## src/rtl/adc_boot_pkg.sv

```systemverilog
// Shared constants and state types for the converter bring-up sequencer.
// Assumes 16-bit words with no error-coding bits.
package adc_boot_pkg;
    localparam int          WORD_W     = 16;
    localparam logic [15:0] CMD_NULL   = 16'h0000;
    localparam logic [15:0] CMD_RESET  = 16'h0011;
    localparam logic [15:0] CMD_UNLOCK = 16'h0655;
    localparam logic [15:0] CMD_WAKE   = 16'h0033;
    localparam logic [15:0] CMD_LOCK   = 16'h0555;
    localparam logic [15:0] RESP_READY = 16'hFF04;

    typedef enum logic [3:0] {
        ST_UNLOCK, ST_RESET, ST_POLL, ST_CFG, ST_ENABLE,
        ST_WAKE, ST_LOCK, ST_RUN, ST_FAULT
    } seq_state_t;

    typedef enum logic [1:0] {FE_IDLE, FE_ISSUE, FE_WAIT} fe_state_t;

    // Single-register write: 010 aaaaa dddddddd
    function automatic logic [15:0] wreg_one(input logic [4:0] addr, input logic [7:0] data);
        return {3'b010, addr, data};
    endfunction

    // Burst write header: 011 aaaaa (count-1)
    function automatic logic [15:0] wreg_burst(input logic [4:0] addr, input logic [7:0] cnt_m1);
        return {3'b011, addr, cnt_m1};
    endfunction
endpackage

```

## src/rtl/adc_frame_engine.sv

```systemverilog
// Frame engine: on a go pulse, runs FW back-to-back word transfers over
// the start/done port. The caller supplies the word to send for each index.
// Received words are kept for the whole frame, and a one-cycle pulse marks
// the frame's end.
// Assumes the SPI master keeps chip select asserted until the word flagged last.
module adc_frame_engine
    import adc_boot_pkg::*;
#(
    parameter int FW    = 5,
    localparam int IDX_W = $clog2(FW)
)(
    input  logic                 clk,
    input  logic                 rst_n,
    input  logic                 go,
    input  logic [WORD_W-1:0]    tx_word,
    output logic [IDX_W-1:0]     idx,
    output logic                 wx_start,
    output logic [WORD_W-1:0]    wx_data,
    output logic                 wx_last,
    input  logic                 wx_done,
    input  logic [WORD_W-1:0]    wx_rdata,
    output logic [FW*WORD_W-1:0] rx_words,
    output logic                 frame_done,
    output logic                 busy
);
    localparam logic [IDX_W-1:0] LAST_IDX = IDX_W'(FW - 1);

    fe_state_t st;

    // Word-level handshake, receive storage and the end-of-frame pulse
    always_ff @(posedge clk) begin
        if (!rst_n) begin
            st         <= FE_IDLE;
            idx        <= '0;
            frame_done <= 1'b0;
            rx_words   <= '0;
        end else begin
            frame_done <= 1'b0;
            case (st)
                FE_IDLE: begin
                    if (go) begin
                        st  <= FE_ISSUE;
                        idx <= '0;
                    end
                end
                FE_ISSUE: st <= FE_WAIT;
                FE_WAIT: begin
                    if (wx_done) begin
                        rx_words[idx*WORD_W +: WORD_W] <= wx_rdata;
                        if (idx == LAST_IDX) begin
                            st         <= FE_IDLE;
                            frame_done <= 1'b1;
                        end else begin
                            idx <= idx + 1'b1;
                            st  <= FE_ISSUE;
                        end
                    end
                end
                default: st <= FE_IDLE;
            endcase
        end
    end

    // Port drive: the request pulse, the word held through the transfer, the last flag
    always_comb begin
        busy     = (st != FE_IDLE);
        wx_start = (st == FE_ISSUE);
        wx_data  = busy ? tx_word : '0;
        wx_last  = busy && (idx == LAST_IDX);
    end
endmodule

```

## src/rtl/adc_ivl_timer.sv

```systemverilog
// Interval timer: counts enabled cycles and pulses tick for one cycle when
// limit cycles have passed. It clears whenever the enable drops.
// A limit of zero acts as one.
module adc_ivl_timer #(
    parameter int IVL_W = 16
)(
    input  logic             clk,
    input  logic             rst_n,
    input  logic             en,
    input  logic [IVL_W-1:0] limit,
    output logic             tick
);
    logic [IVL_W-1:0] cnt;
    logic [IVL_W-1:0] lim_eff;

    // Effective limit and expiry detect
    always_comb begin
        lim_eff = (limit == '0) ? IVL_W'(1) : limit;
        tick    = en && (cnt == lim_eff - 1'b1);
    end

    // Cycle counter, cleared while disabled or on expiry
    always_ff @(posedge clk) begin
        if (!rst_n || !en || tick) cnt <= '0;
        else                       cnt <= cnt + 1'b1;
    end
endmodule

```

## src/rtl/adc_boot_seq.sv

```systemverilog
// Converter bring-up sequencer (top). Step order: unlock, soft reset,
// ready poll, register burst, channel enable, wake, lock, timed readout.
// It judges the poll on received word 0, which carries the answer to the
// previous frame's command.
// Assumes 1 + ceil(CFG_NREG/2) <= NCH + 1 so the burst fits in one frame.
module adc_boot_seq
    import adc_boot_pkg::*;
#(
    parameter int                  NCH        = 4,
    parameter int                  POLL_W     = 8,
    parameter int                  IVL_W      = 16,
    parameter logic [4:0]          CFG_ADDR   = 5'h0B,
    parameter int                  CFG_NREG   = 5,
    parameter logic [CFG_NREG*8-1:0] CFG_DATA = 40'hE83E02A00F,
    parameter logic [4:0]          EN_ADDR    = 5'h0F,
    parameter logic [7:0]          EN_MASK    = 8'h0F
)(
    input  logic                  clk,
    input  logic                  rst_n,
    input  logic [POLL_W-1:0]     cfg_poll_max,
    input  logic [IVL_W-1:0]      cfg_interval,
    output logic                  wx_start,
    output logic [15:0]           wx_data,
    output logic                  wx_last,
    input  logic                  wx_done,
    input  logic [15:0]           wx_rdata,
    output logic                  ready,
    output logic                  error,
    output logic                  data_valid,
    output logic [15:0]           status_word,
    output logic [NCH*16-1:0]     ch_data
);
    localparam int FW    = NCH + 1;
    localparam int IDX_W = $clog2(FW);

    seq_state_t           st;
    logic                 in_frame;
    logic                 launch;
    logic                 tick;
    logic                 fe_busy;
    logic                 frame_done;
    logic [IDX_W-1:0]     idx;
    logic [WORD_W-1:0]    tx_word;
    logic [FW*WORD_W-1:0] rx_words;
    logic [POLL_W-1:0]    poll_cnt;
    logic [POLL_W:0]      poll_next;
    logic [POLL_W:0]      poll_lim;
    logic [WORD_W-1:0]    burst_word [FW];

    // Burst frame words computed from the parameters: header, then byte pairs
    generate
        for (genvar w = 0; w < FW; w++) begin : g_burst
            if (w == 0) begin : g_hdr
                assign burst_word[w] = wreg_burst(CFG_ADDR, 8'(CFG_NREG - 1));
            end else begin : g_pair
                localparam int B0 = 2 * (w - 1);
                localparam int B1 = B0 + 1;
                logic [7:0] hi, lo;
                if (B0 < CFG_NREG) begin : g_hi
                    assign hi = CFG_DATA[(CFG_NREG-1-B0)*8 +: 8];
                end else begin : g_hi0
                    assign hi = 8'h00;
                end
                if (B1 < CFG_NREG) begin : g_lo
                    assign lo = CFG_DATA[(CFG_NREG-1-B1)*8 +: 8];
                end else begin : g_lo0
                    assign lo = 8'h00;
                end
                assign burst_word[w] = {hi, lo};
            end
        end
    endgenerate

    // Word to send for the current step and word index; unused words pad to zero
    always_comb begin
        tx_word = CMD_NULL;
        case (st)
            ST_UNLOCK: if (idx == '0) tx_word = CMD_UNLOCK;
            ST_RESET:  if (idx == '0) tx_word = CMD_RESET;
            ST_CFG:    tx_word = burst_word[idx];
            ST_ENABLE: if (idx == '0) tx_word = wreg_one(EN_ADDR, EN_MASK);
            ST_WAKE:   if (idx == '0) tx_word = CMD_WAKE;
            ST_LOCK:   if (idx == '0) tx_word = CMD_LOCK;
            default:   tx_word = CMD_NULL;
        endcase
    end

    // Frame launch: command steps go at once, readout waits for the timer
    always_comb begin
        launch = 1'b0;
        if (!in_frame) begin
            case (st)
                ST_RUN, ST_FAULT: launch = (st == ST_RUN) && tick;
                default:          launch = 1'b1;
            endcase
        end
        poll_next = {1'b0, poll_cnt} + 1'b1;
        poll_lim  = (cfg_poll_max == '0) ? (POLL_W+1)'(1) : {1'b0, cfg_poll_max};
    end

    adc_frame_engine #(.FW(FW)) u_fe (
        .clk        (clk),
        .rst_n      (rst_n),
        .go         (launch),
        .tx_word    (tx_word),
        .idx        (idx),
        .wx_start   (wx_start),
        .wx_data    (wx_data),
        .wx_last    (wx_last),
        .wx_done    (wx_done),
        .wx_rdata   (wx_rdata),
        .rx_words   (rx_words),
        .frame_done (frame_done),
        .busy       (fe_busy)
    );

    adc_ivl_timer #(.IVL_W(IVL_W)) u_ivl (
        .clk   (clk),
        .rst_n (rst_n),
        .en    ((st == ST_RUN) && !in_frame && !fe_busy),
        .limit (cfg_interval),
        .tick  (tick)
    );

    // Step sequencing, poll budget and readout capture
    always_ff @(posedge clk) begin
        if (!rst_n) begin
            st          <= ST_UNLOCK;
            in_frame    <= 1'b0;
            poll_cnt    <= '0;
            data_valid  <= 1'b0;
            status_word <= '0;
            ch_data     <= '0;
        end else begin
            data_valid <= 1'b0;
            if (launch) in_frame <= 1'b1;
            if (frame_done) begin
                in_frame <= 1'b0;
                case (st)
                    ST_UNLOCK: st <= ST_RESET;
                    ST_RESET: begin
                        st       <= ST_POLL;
                        poll_cnt <= '0;
                    end
                    ST_POLL: begin
                        if (rx_words[WORD_W-1:0] == RESP_READY) st <= ST_CFG;
                        else if (poll_next >= poll_lim)          st <= ST_FAULT;
                        else                                     poll_cnt <= poll_next[POLL_W-1:0];
                    end
                    ST_CFG:    st <= ST_ENABLE;
                    ST_ENABLE: st <= ST_WAKE;
                    ST_WAKE:   st <= ST_LOCK;
                    ST_LOCK:   st <= ST_RUN;
                    ST_RUN: begin
                        status_word <= rx_words[WORD_W-1:0];
                        ch_data     <= rx_words[FW*WORD_W-1:WORD_W];
                        data_valid  <= 1'b1;
                    end
                    default: st <= ST_FAULT;
                endcase
            end
        end
    end

    // Status flags decoded from the step
    always_comb begin
        ready = (st == ST_RUN);
        error = (st == ST_FAULT);
    end
endmodule

```

## config.mk

```make
export PLATFORM = sky130hd
export DESIGN_NAME = adc_boot_seq
export DESIGN_NICKNAME = d
export VERILOG_FILES = /design/src/rtl/adc_boot_pkg.sv /design/src/rtl/adc_frame_engine.sv /design/src/rtl/adc_ivl_timer.sv /design/src/rtl/adc_boot_seq.sv
export SDC_FILE = /design/constraint.sdc
export NUM_CORES = 1
export LEC_CHECK = 0
export BUFFER_PORTS_ARGS = -buffer_cell sky130_fd_sc_hd__buf_2
export CAP_MARGIN = 20
export CORE_MARGIN = 4
export CORE_UTILIZATION = 35
export CTS_BUF_LIST = sky130_fd_sc_hd__clkbuf_16
export DETAILED_ROUTE_END_ITERATION = 6
export SYNTH_ARGS = -nofsm -noshare
export SYNTH_HDL_FRONTEND = slang
export SYNTH_SLANG_ARGS = --single-unit
```

## constraint.sdc

```tcl
create_clock -name clk -period 3.8 [get_ports clk]
set_clock_uncertainty 0.15 [all_clocks]
set_input_delay 0.19 -clock clk [delete_from_list [all_inputs] [get_ports clk]]
set_output_delay 0.19 -clock clk [all_outputs]
set_load 0.05 [all_outputs]
```

==> results of run 1 <==
==> cell type report <==
| type | count | area (µm²) | area share, % |
|---|---|---|---|
| clock buffer | 17 | 425 | 4.03 |
| inverter | 20 | 75.1 | 0.710 |
| timing repair buffer | 174 | 1030 | 9.78 |
| tap | 324 | 405 | 3.84 |
| clock inverter | 15 | 148 | 1.40 |
| sequential | 196 | 3920 | 37.1 |
| multi-input combinational | 795 | 4560 | 43.1 |
==> state kept, by name, indices dropped and copies added, names as in the netlist <==
signal / cells
in_frame: 1
u_ivl.cnt: 16
u_fe.rx_words: 80
poll_cnt: 8
u_fe.idx: 3
ch_data: 64
st: 4
u_fe.st: 2
data_valid: 1
status_word: 16
u_fe.frame_done: 1
==> path summary, 6_finish.rpt <==
check	from	slack (ns)	end	depth (start not counted)
min	rst_n	0.13	st[2]$_SDFFE_PN0P_	3
min reg2reg	status_word[14]$_SDFFE_PN0P_	0.31	status_word[14]$_SDFFE_PN0P_	2
max	poll_cnt[0]$_SDFFE_PN0P_	0.39	poll_cnt[4]$_SDFFE_PN0P_	11
max reg2reg	poll_cnt[0]$_SDFFE_PN0P_	0.39	poll_cnt[4]$_SDFFE_PN0P_	11
==> power groups by stage <==
stage          Combinational, mW  Sequential [mW]  Clock [mW]
6_report                   0.253             2.07        1.77
5_1_grt                    0.274             2.07        1.91
4_1_cts                    0.254             2.07        1.82
3_5_place_dp               0.239             2.11           0
3_3_place_gp               0.238             2.12           0
2_1_floorplan              0.157             2.11           0
==> per-layer routing <==
| metal | global-route usage, % | vias to the layer above | wire length [µm] |
|---|---|---|---|
| met5 | 0 | - | 0 |
| met2 | 26.8 | 172 | 10700 |
| met3 | 3.67 | 15 | 1260 |
| met1 | 23.3 | 3483 | 11400 |
| li1 | - | 3868 | - |
| met4 | 3.81 | 0 | 225 |
==> worst max-delay path, stage by stage (launching register included) <==
cell	delay, ns
dfxtp_1	0.40
ha_1	0.23
and3_1	0.27
nand3_1	0.17
xnor2_1	0.17
ha_1	0.20
a21oi_1	0.12
o21ai_0	0.12
or4b_1	0.55
o2bb2a_1	0.32
o21ai_0	0.42
a31oi_1	0.15
==> what timing repair did <==
action | in CTS | in global routing
hold endpoints to repair | 81 | 0
resized for setup | 0 | 0
hold buffers | 17 | 0
==> synth_stat cells (all sizes together) (2+ instances only) <==
master / instances
a2111o: 2
a21boi: 161
a21o: 2
a21oi: 10
a22o: 4
a31oi: 12
a32oi: 2
and2: 3
and3: 5
and3b: 4
buf: 8
clkbuf: 65
dfxtp: 196
ha: 20
inv: 20
nand2: 344
nand2b: 7
nand3: 23
nand3b: 2
nand4: 10
nor2: 51
nor2b: 8
nor3: 11
nor3b: 3
nor4: 14
nor4b: 5
o211a: 3
o21a: 5
o21ai: 15
o31a: 2
o31ai: 4
or2: 2
or3: 3
or3b: 3
or4: 3
xnor2: 21
xor2: 13
==> cells by family (layout without fill, tap and decap cells) <==
logic type	count (synthesis)	after routing
buffers and inverters	93	226
AND/OR/NAND/NOR	505	505
other	1	1
XOR/XNOR	34	34
AO/OA/AOI/OAI	233	233
adder cells (fa/ha/maj)	20	20
multiplexers	2	2
flip-flops	196	196
==> impl_metrics.json, run 1 <==
{
  "pre_cts_slack_ns": 0.145,
  "wire_per_inst_um": 15.3,
  "power_mw": 4.09,
  "power_density_mw_per_mm2": 387,
  "yosysTopAreaCellShare_pct": 44.4,
  "outcome": "complete, no violations",
  "synth_seq_cells": 196,
  "grt_pass1_wl_um": 38200,
  "drc": 0,
  "die_w_um": 167,
  "fin_crit_ns": 3.41,
  "tightest_slew_ns": 0.835,
  "slew_viol_final": 0,
  "cts_made_buffers": 17,
  "synthArstFlopShare_pct": 0,
  "syn-mean-instance-area_um2": 8.16,
  "fin_cells": 1541,
  "hold_violations": 0,
  "htreeDepth": 4,
  "clkLatencyLatePin_ns": 0.43,
  "synth_area_mm2": 0.00885,
  "vias": 7538,
  "synth_area_leaders": "dfxtp_1 44%, nand2_1 15%, a21boi_0 14%",
  "worstPathMaxFanout": 5,
  "yosysWarnings": 0,
  "p_int_mw": 3.08,
  "whs_ns": 0.135,
  "max_freq_mhz": 293,
  "pwr-share-seq_pct": 50.5,
  "yosys.area_share.simple_pct": 25.4,
  "antenna_left": 0,
  "synth-seq-area-share_pct": 44.4,
  "rows": 57,
  "fin_area_mm2": 0.0106,
  "drt_pre_antenna_iters": 4,
  "drtIter0Drc": 547,
  "hold_path.class": "in2reg",
  "p_leak_nw": 3.95,
  "worstSetupEndpointType": "flip-flop",
  "yosysTopAreaCell": "dfxtp_1",
  "worstSetupStartpointType": "flip-flop",
  "fin_util_pct": 42.9,
  "cts_root_buf": "clkbuf_16",
  "drive_above_1_share_pct": 17.5,
  "antenna_found_initial": 0,
  "design.core.area_mm2": 0.0246,
  "place_area_mm2": 0.00982,
  "clock_power_share_pct": 43.3,
  "p_sw_mw": 1.02,
  "die_y_um": 167,
  "fin_crit_sh_pct": 89.7,
  "slew_headroom_pct": 44.2,
  "fillers": 2494,
  "cts_buffer_depth": 2,
  "start_util_pct": 36.0,
  "netlist_instances": 1084,
  "path_class": "reg2reg",
  "synthFlopType": "dfxtp_1",
  "yosys.area_share.adder_pct": 2.83,
  "antenna_cells": 0,
  "setup_viol": 0,
  "cts_tree": "built",
  "first_global_vias": 7110,
  "layout_common_cells": "343 x nand2_1, 196 x dfxtp_1, 161 x a21boi_0, 141 x buf_2, 40 x nor2_1",
  "synth_compound_area_share_pct": 19.4,
  "cp_data_required_time_ns": 3.95,
  "grt_use_total_pct": 16.8,
  "maxCapViolCount": 0,
  "sw_frac_of_total_pct": 24.8,
  "finalWorstSetupSlack_ns": 0.393,
  "worstPathArrival_ns": 3.56,
  "hpwl_um": 16100,
  "ir_drop_mv": 0.236,
  "ys_types": 65,
  "syn2layout_area_growth_pct": 19.5,
  "gp_congestion": 0.825,
  "vias_per_cell": 4.89,
  "fin_nets": 1267,
  "portBuffers": 142,
  "pin_count": 144,
  "synth_fp_nets": 1147,
  "wl_um": 23500,
  "setup_tns_ns": 0,
  "synth_edf_count": 0,
  "combPwrFrac_pct": 6.2,
  "cts_sinks": 196,
  "final_common_cell": "nand2_1",
  "synth_top_family_by_area": "simple AND/OR/NAND/NOR gates",
  "muxShareOfSynthArea_pct": 0.240,
  "grt_max_degree": 115,
  "rsz0062_at_grt": "false",
  "clk_pin_slew_ns": 0.07,
  "die-area_mm2": 0.0279,
  "grt-ovfl-total": 0,
  "cts_setup_buffers": 0,
  "dpl.cell_count": 1492,
  "synth_xor_area_share_pct": 3.37
}
(Power assumes the default switching activity.)
==> run 2: changes to the inputs <==
- SYNTH_HIERARCHICAL: default -> 1
==> impl_metrics.json, run 2 <==
{
  "outcome": "complete, no violations",
  "start_util_pct": 35.5,
  "die_w_um": 171,
  "min_to": "u_fe/idx[1]$_SDFFE_PN0P_",
  "grt_pass1_wl_um": 38100,
  "crit_family": "simple AND/OR/NAND/NOR gates",
  "worstPathMaxFanout": 9,
  "cts_root_buf": "clkbuf_16",
  "drive_above_1_share_pct": 19.2,
  "r2r_slack_ns": 0.36,
  "grt_use_total_pct": 16.2,
  "drt_pre_antenna_iters": 5,
  "path_class": "reg2reg",
  "whs_path_depth": 3,
  "syn2layout_area_growth_pct": 20.0,
  "antenna_cells": 0,
  "final_common_cell": "nand2_1",
  "antenna_left": 0,
  "top_regs": "u_fe/rx_words (80), ch_data (64)",
  "critPathSlowestCell": "dfxtp_1",
  "vias": 7788,
  "netlist_instances": 1072,
  "largest_reg_flops": 80,
  "synth.top_cells.by_count": "295 x nand2_1, 196 x dfxtp_1, 86 x mux2i_1",
  "portBuffers": 142,
  "max_stage_delay_ns": 0.40,
  "yosysWarnings": 6,
  "layout_common_cells": "294 x nand2_1, 196 x dfxtp_1, 141 x buf_2, 86 x mux2i_1, 84 x a21boi_0",
  "wire_per_inst_um": 15.5,
  "min_from": "rst_n",
  "setup_tns_ns": 0,
  "synthArstFlopShare_pct": 0,
  "clkLatencyLatePin_ns": 0.44,
  "rows": 59,
  "power_density_mw_per_mm2": 383,
  "slew_headroom_pct": 36.5,
  "synth_fp_nets": 1137,
  "gp_congestion": 0.880,
  "synth_edf_count": 0,
  "die-area_mm2": 0.0291,
  "vias_per_cell": 4.99,
  "slew_viol_final": 0,
  "max_freq_mhz": 291,
  "worstPathArrival_ns": 3.62,
  "synth_most_common_cell": "nand2_1",
  "reg2reg_depth": 13,
  "worstSetupStartpointType": "flip-flop",
  "r2r_end": "u_fe/idx[0]$_SDFFE_PN0P_",
  "cp_data_required_time_ns": 3.98,
  "die_y_um": 171,
  "path_cells": "nand2b_1, or2_2, nor3_1, nand2_1, nor3_1, nand2_1, nor4_1, and4b_1, nor2_1, nor3_1, nor3b_1, nor3_1, mux2_2",
  "setup_viol": 0,
  "startpoint": "st[3]$_SDFFE_PN0P_",
  "drc": 0,
  "clk_pin_slew_ns": 0.07,
  "first_global_vias": 7282,
  "wl_um": 24200,
  "yosysTopAreaCellShare_pct": 42.4,
  "rsz0062_at_grt": "false",
  "hold_path.class": "in2reg",
  "fin_crit_sh_pct": 90.4,
  "synth_area_mm2": 0.00925,
  "fin_crit_ns": 3.44,
  "synth_area_leaders": "dfxtp_1 42%, nand2_1 12%, mux2i_1 9.3%",
  "cts_made_buffers": 17,
  "ir_drop_mv": 0.274,
  "path_buf_inv": 0,
  "worstSetupEndpointType": "flip-flop",
  "p_leak_nw": 4.57,
  "synth_seq_cells": 196,
  "pin_count": 144,
  "grt_max_degree": 81,
  "ctsResizeCount": 0,
  "crit_top_cell": "nor3_1",
  "syn-mean-instance-area_um2": 8.63,
  "cts_tree": "built",
  "cts_buffer_depth": 2,
  "synthFlopType": "dfxtp_1",
  "antenna_found_initial": 0,
  "r2r_start": "st[3]$_SDFFE_PN0P_",
  "fillers": 2670,
  "grt-ovfl-total": 0,
  "hold_violations": 0,
  "largest_register": "u_fe/rx_words",
  "whs_ns": 0.0493,
  "yosysTopAreaCell": "dfxtp_1",
  "hpwl_um": 17100,
  "tightest_slew_ns": 0.953,
  "ys_types": 71,
  "design.core.area_mm2": 0.0261,
  "maxCapViolCount": 0,
  "drtIter0Drc": 409,
  "htreeDepth": 4,
  "fin_nets": 1277,
  "synth-seq-area-share_pct": 42.4,
  "cts_sinks": 196
}
==> run 2: changes by cell type after synthesis, moves of 7 or more <==
cell	previous run	this run
nor3_1	10	17
nor3_2	0	10
nor2b_1	8	22
nor2_2	10	1
nand2_1	344	295
a31oi_1	12	3
mux2i_1	1	86
nand3_1	22	39
nor2_1	41	24
buf_2	1	8
clkbuf_1	65	50
a21boi_0	161	84
xor2_1	13	20
==> run 2: how the worst max path moves through the flow <==
stage                          endpoint  slack, ns  cells past startpoint
4_1_cts        u_fe/idx[0]$_SDFFE_PN0P_       0.37                     13
2_1_floorplan  u_fe/idx[0]$_SDFFE_PN0P_       0.06                     18
3_5_place_dp   u_fe/idx[0]$_SDFFE_PN0P_      -0.07                     16
5_1_grt        u_fe/idx[0]$_SDFFE_PN0P_        0.1                     16
3_3_place_gp   u_fe/idx[0]$_SDFFE_PN0P_       0.04                     16
6_report       u_fe/idx[0]$_SDFFE_PN0P_       0.36                     13
==> run 2: where the power goes <==
group / switching [mW] / internal (mW) / total [mW]
sequential: 0.00892 / 2.06 / 2.07
combinational: 0.222 / 0.128 / 0.351
clock: 0.883 / 0.947 / 1.83
==> run 2: logic make-up (layout without fill, tap and decap cells) <==
group	Yosys count	after routing	synth area share, %
mux	87	87	9.43
flops	196	196	42.4
xor+xnor	41	41	3.88
buf+inv	89	242	4.28
simple gates	494	494	25.7
other cells	1	1	0.0406
fa+ha+maj	22	22	2.98
compound gates	142	142	11.2
==> run 2: what timing repair did <==
action,in CTS,in global routing
endpoints found under the hold margin,49,0
hold buffers,17,0
buffers inserted,0,0
==> run 2: cell type report <==
cell class | instances | area, µm² | area share (%)
tap | 335 | 419 | 3.78
clock buffer | 17 | 425 | 3.83
clock inverter | 15 | 184 | 1.66
timing repair buffer | 189 | 1110 | 10.0
sequential | 196 | 3920 | 35.4
multi-input combinational | 787 | 4950 | 44.6
inverter | 21 | 78.8 | 0.710
==> run 2: through the flow <==
step                      utilization, %  worst slack, ns  total power, mW  area, µm²  instances
final                               42.6            0.364             4.25      11100       1560
after global routing                42.6           0.0977             4.41      11100       1560
after CTS                           42.6            0.373             4.30      11100       1560
after detailed placement            39.6          -0.0748             2.45      10300       1511
after global placement              39.6           0.0368             2.45      10300       1511
after floorplan                        -           0.0615             2.34       9250       1072
==> run 2: worst min-delay path, delay by kind of cell <==
| kind | cells | cell delay, ns |
|---|---|---|
| simple gates | 1 | 0.12 |
| mux | 1 | 0.06 |
| buf+inv | 1 | 0.20 |
==> run 2: metal layers <==
| layer | global-route usage (%) | wire length, µm | vias up |
|---|---|---|---|
| li1 | - | - | 3912 |
| met1 | 22.5 | 11800 | 3664 |
| met2 | 26.0 | 10900 | 190 |
| met3 | 3.74 | 1380 | 22 |
| met4 | 3.37 | 189 | 0 |
| met5 | 0 | 0 | - |
==> run 3: changes to the inputs <==
- CORE_UTILIZATION: 35 -> 57
- PLACE_DENSITY: default -> 0.84
==> impl_metrics.json, run 3 (synthesis results as in run 2) <==
{
  "max_stage_delay_ns": 0.56,
  "place_area_mm2": 0.0101,
  "sw_frac_of_total_pct": 23.6,
  "hold_violations": 0,
  "whs_path_depth": 3,
  "grt_use_total_pct": 24.2,
  "wire_per_inst_um": 15.8,
  "path_cells": "buf_2, or4_4, nor3_2, a21oi_1, ha_1, xnor2_1, xnor2_1, a21oi_2, o211ai_1, nor4_1, and4b_1, nor2_1, nor3_1, nor3b_1, nor3_1, mux2_2",
  "rows": 46,
  "portBuffers": 142,
  "drt_pre_antenna_iters": 4,
  "die_w_um": 135,
  "largest_reg_flops": 80,
  "slew_viol_final": 0,
  "htreeDepth": 4,
  "outcome": "complete, no violations",
  "hpwl_um": 15500,
  "antenna_left": 0,
  "combPwrFrac_pct": 8.0,
  "tightest_slew_ns": 0.938,
  "path_buf_inv": 1,
  "path_class": "in2reg",
  "rsz0062_at_grt": "false",
  "drc": 0,
  "final_common_cell": "nand2_1",
  "die-area_mm2": 0.0183,
  "ir_drop_mv": 0.327,
  "clkLatencyLatePin_ns": 0.42,
  "vias": 7911,
  "drtIter0Drc": 562,
  "cts_made_buffers": 17,
  "whs_ns": 0.141,
  "clock_power_share_pct": 42.7,
  "worstSetupStartpointType": "primary input",
  "fin_util_pct": 68.4,
  "fin_crit_sh_pct": 92.0,
  "cts_root_buf": "clkbuf_16",
  "crit_family": "simple AND/OR/NAND/NOR gates",
  "syn2layout_area_growth_pct": 17.5,
  "gp_congestion": 0.930,
  "p_int_mw": 3.22,
  "finalWorstSetupSlack_ns": 0.304,
  "critPathSlowestCell": "or4_4",
  "reg2reg_depth": 13,
  "largest_register": "u_fe/rx_words",
  "clk_pin_slew_ns": 0.06,
  "max_freq_mhz": 286,
  "vias_per_cell": 5.52,
  "cts_tree": "built",
  "cts_sinks": 196,
  "fin_crit_ns": 3.50,
  "slew_headroom_pct": 37.5,
  "grt_pass1_wl_um": 36100,
  "p_leak_nw": 4.54,
  "cts_buffer_depth": 2,
  "worstPathArrival_ns": 3.65,
  "maxCapViolCount": 0,
  "pin_count": 144,
  "antenna_found_initial": 0,
  "first_global_vias": 7452,
  "fin_area_mm2": 0.0109,
  "worstPathMaxFanout": 6,
  "design.core.area_mm2": 0.0159,
  "grt_max_degree": 105,
  "pwr-share-seq_pct": 49.3,
  "cp_data_required_time_ns": 3.96,
  "layout_common_cells": "294 x nand2_1, 196 x dfxtp_1, 141 x buf_2, 86 x mux2i_1, 84 x a21boi_0",
  "p_sw_mw": 0.995,
  "die_y_um": 135,
  "hold_path.class": "in2reg",
  "start_util_pct": 58.2,
  "antenna_cells": 0,
  "setup_viol": 0,
  "wl_um": 22700,
  "worstSetupEndpointType": "flip-flop",
  "top_regs": "u_fe/rx_words (80), ch_data (64)",
  "drive_above_1_share_pct": 18.3,
  "grt-ovfl-total": 0,
  "power_density_mw_per_mm2": 388,
  "crit_cells": 16,
  "pre_cts_slack_ns": -0.0900,
  "fin_nets": 1270
}
==> run 3: layer usage <==
metal	vias up	share of wire, %	global-route usage [%]
met4	0	2.5	8.96
met2	245	47	39.9
met1	3732	44	31.2
met5	-	0	0
li1	3901	-	-
met3	33	6.7	5.50
==> run 3: power groups by stage <==
stage / Sequential (mW) / Combinational, mW / Clock (mW)
2_1_floorplan: 2.12 / 0.225 / 0
3_3_place_gp: 2.12 / 0.314 / 0
3_5_place_dp: 2.12 / 0.318 / 0
4_1_cts: 2.08 / 0.333 / 1.82
5_1_grt: 2.08 / 0.362 / 1.91
6_report: 2.08 / 0.337 / 1.80
==> run 3: worst register-to-register path: stages (launching register included) <==
cell and delay (ns):
dfxtp_1 0.59, nand2_1 0.08, or2_2 0.34, nor3_1 0.22
nand2_1 0.08, nor3_1 0.20, nand2_1 0.08, nor4_1 0.24
and4b_1 0.27, nor2_1 0.06, nor3_1 0.28, nor3b_1 0.37
nor3_1 0.10, mux2_2 0.28
==> run 3: path summary, 6_finish.rpt <==
check | start | endpoint | slack, ns
worst max register to register | st[1]$_SDFFE_PN0P_ | u_fe/idx[0]$_SDFFE_PN0P_ | 0.36
worst min register to register | ch_data[17]$_SDFFE_PN0P_ | ch_data[17]$_SDFFE_PN0P_ | 0.31
worst min-delay path | rst_n | u_fe/rx_words[21]$_SDFFE_PN0P_ | 0.14
worst max-delay path | cfg_interval[0] | u_fe/idx[0]$_SDFFE_PN0P_ | 0.30
==> run 3: timing repair <==
action | 4_1_cts | 5_1_grt
gates resized for setup | 0 | 0
setup buffers | 0 | 0
hold buffers | 17 | 0
endpoints found under the hold margin | 46 | 0
==> run 3: through the flow <==
step	cells	setup TNS (ns)	power, mW
floorplan	1072	0	2.34
global route	1432	0	4.35
global placement	1385	0	2.44
finish	1432	0	4.21
detailed placement	1385	-0.0900	2.44
CTS	1432	0	4.23
==> run 3: final cells by class <==
type,count,area (µm²)
clock buffers,17,425
clock inverters,13,158
fillers,1281,5020
inverters,21,78.8
multi-input cells,787,4950
flip-flops and latches,196,3920
well taps,216,270
repair buffers,182,1060
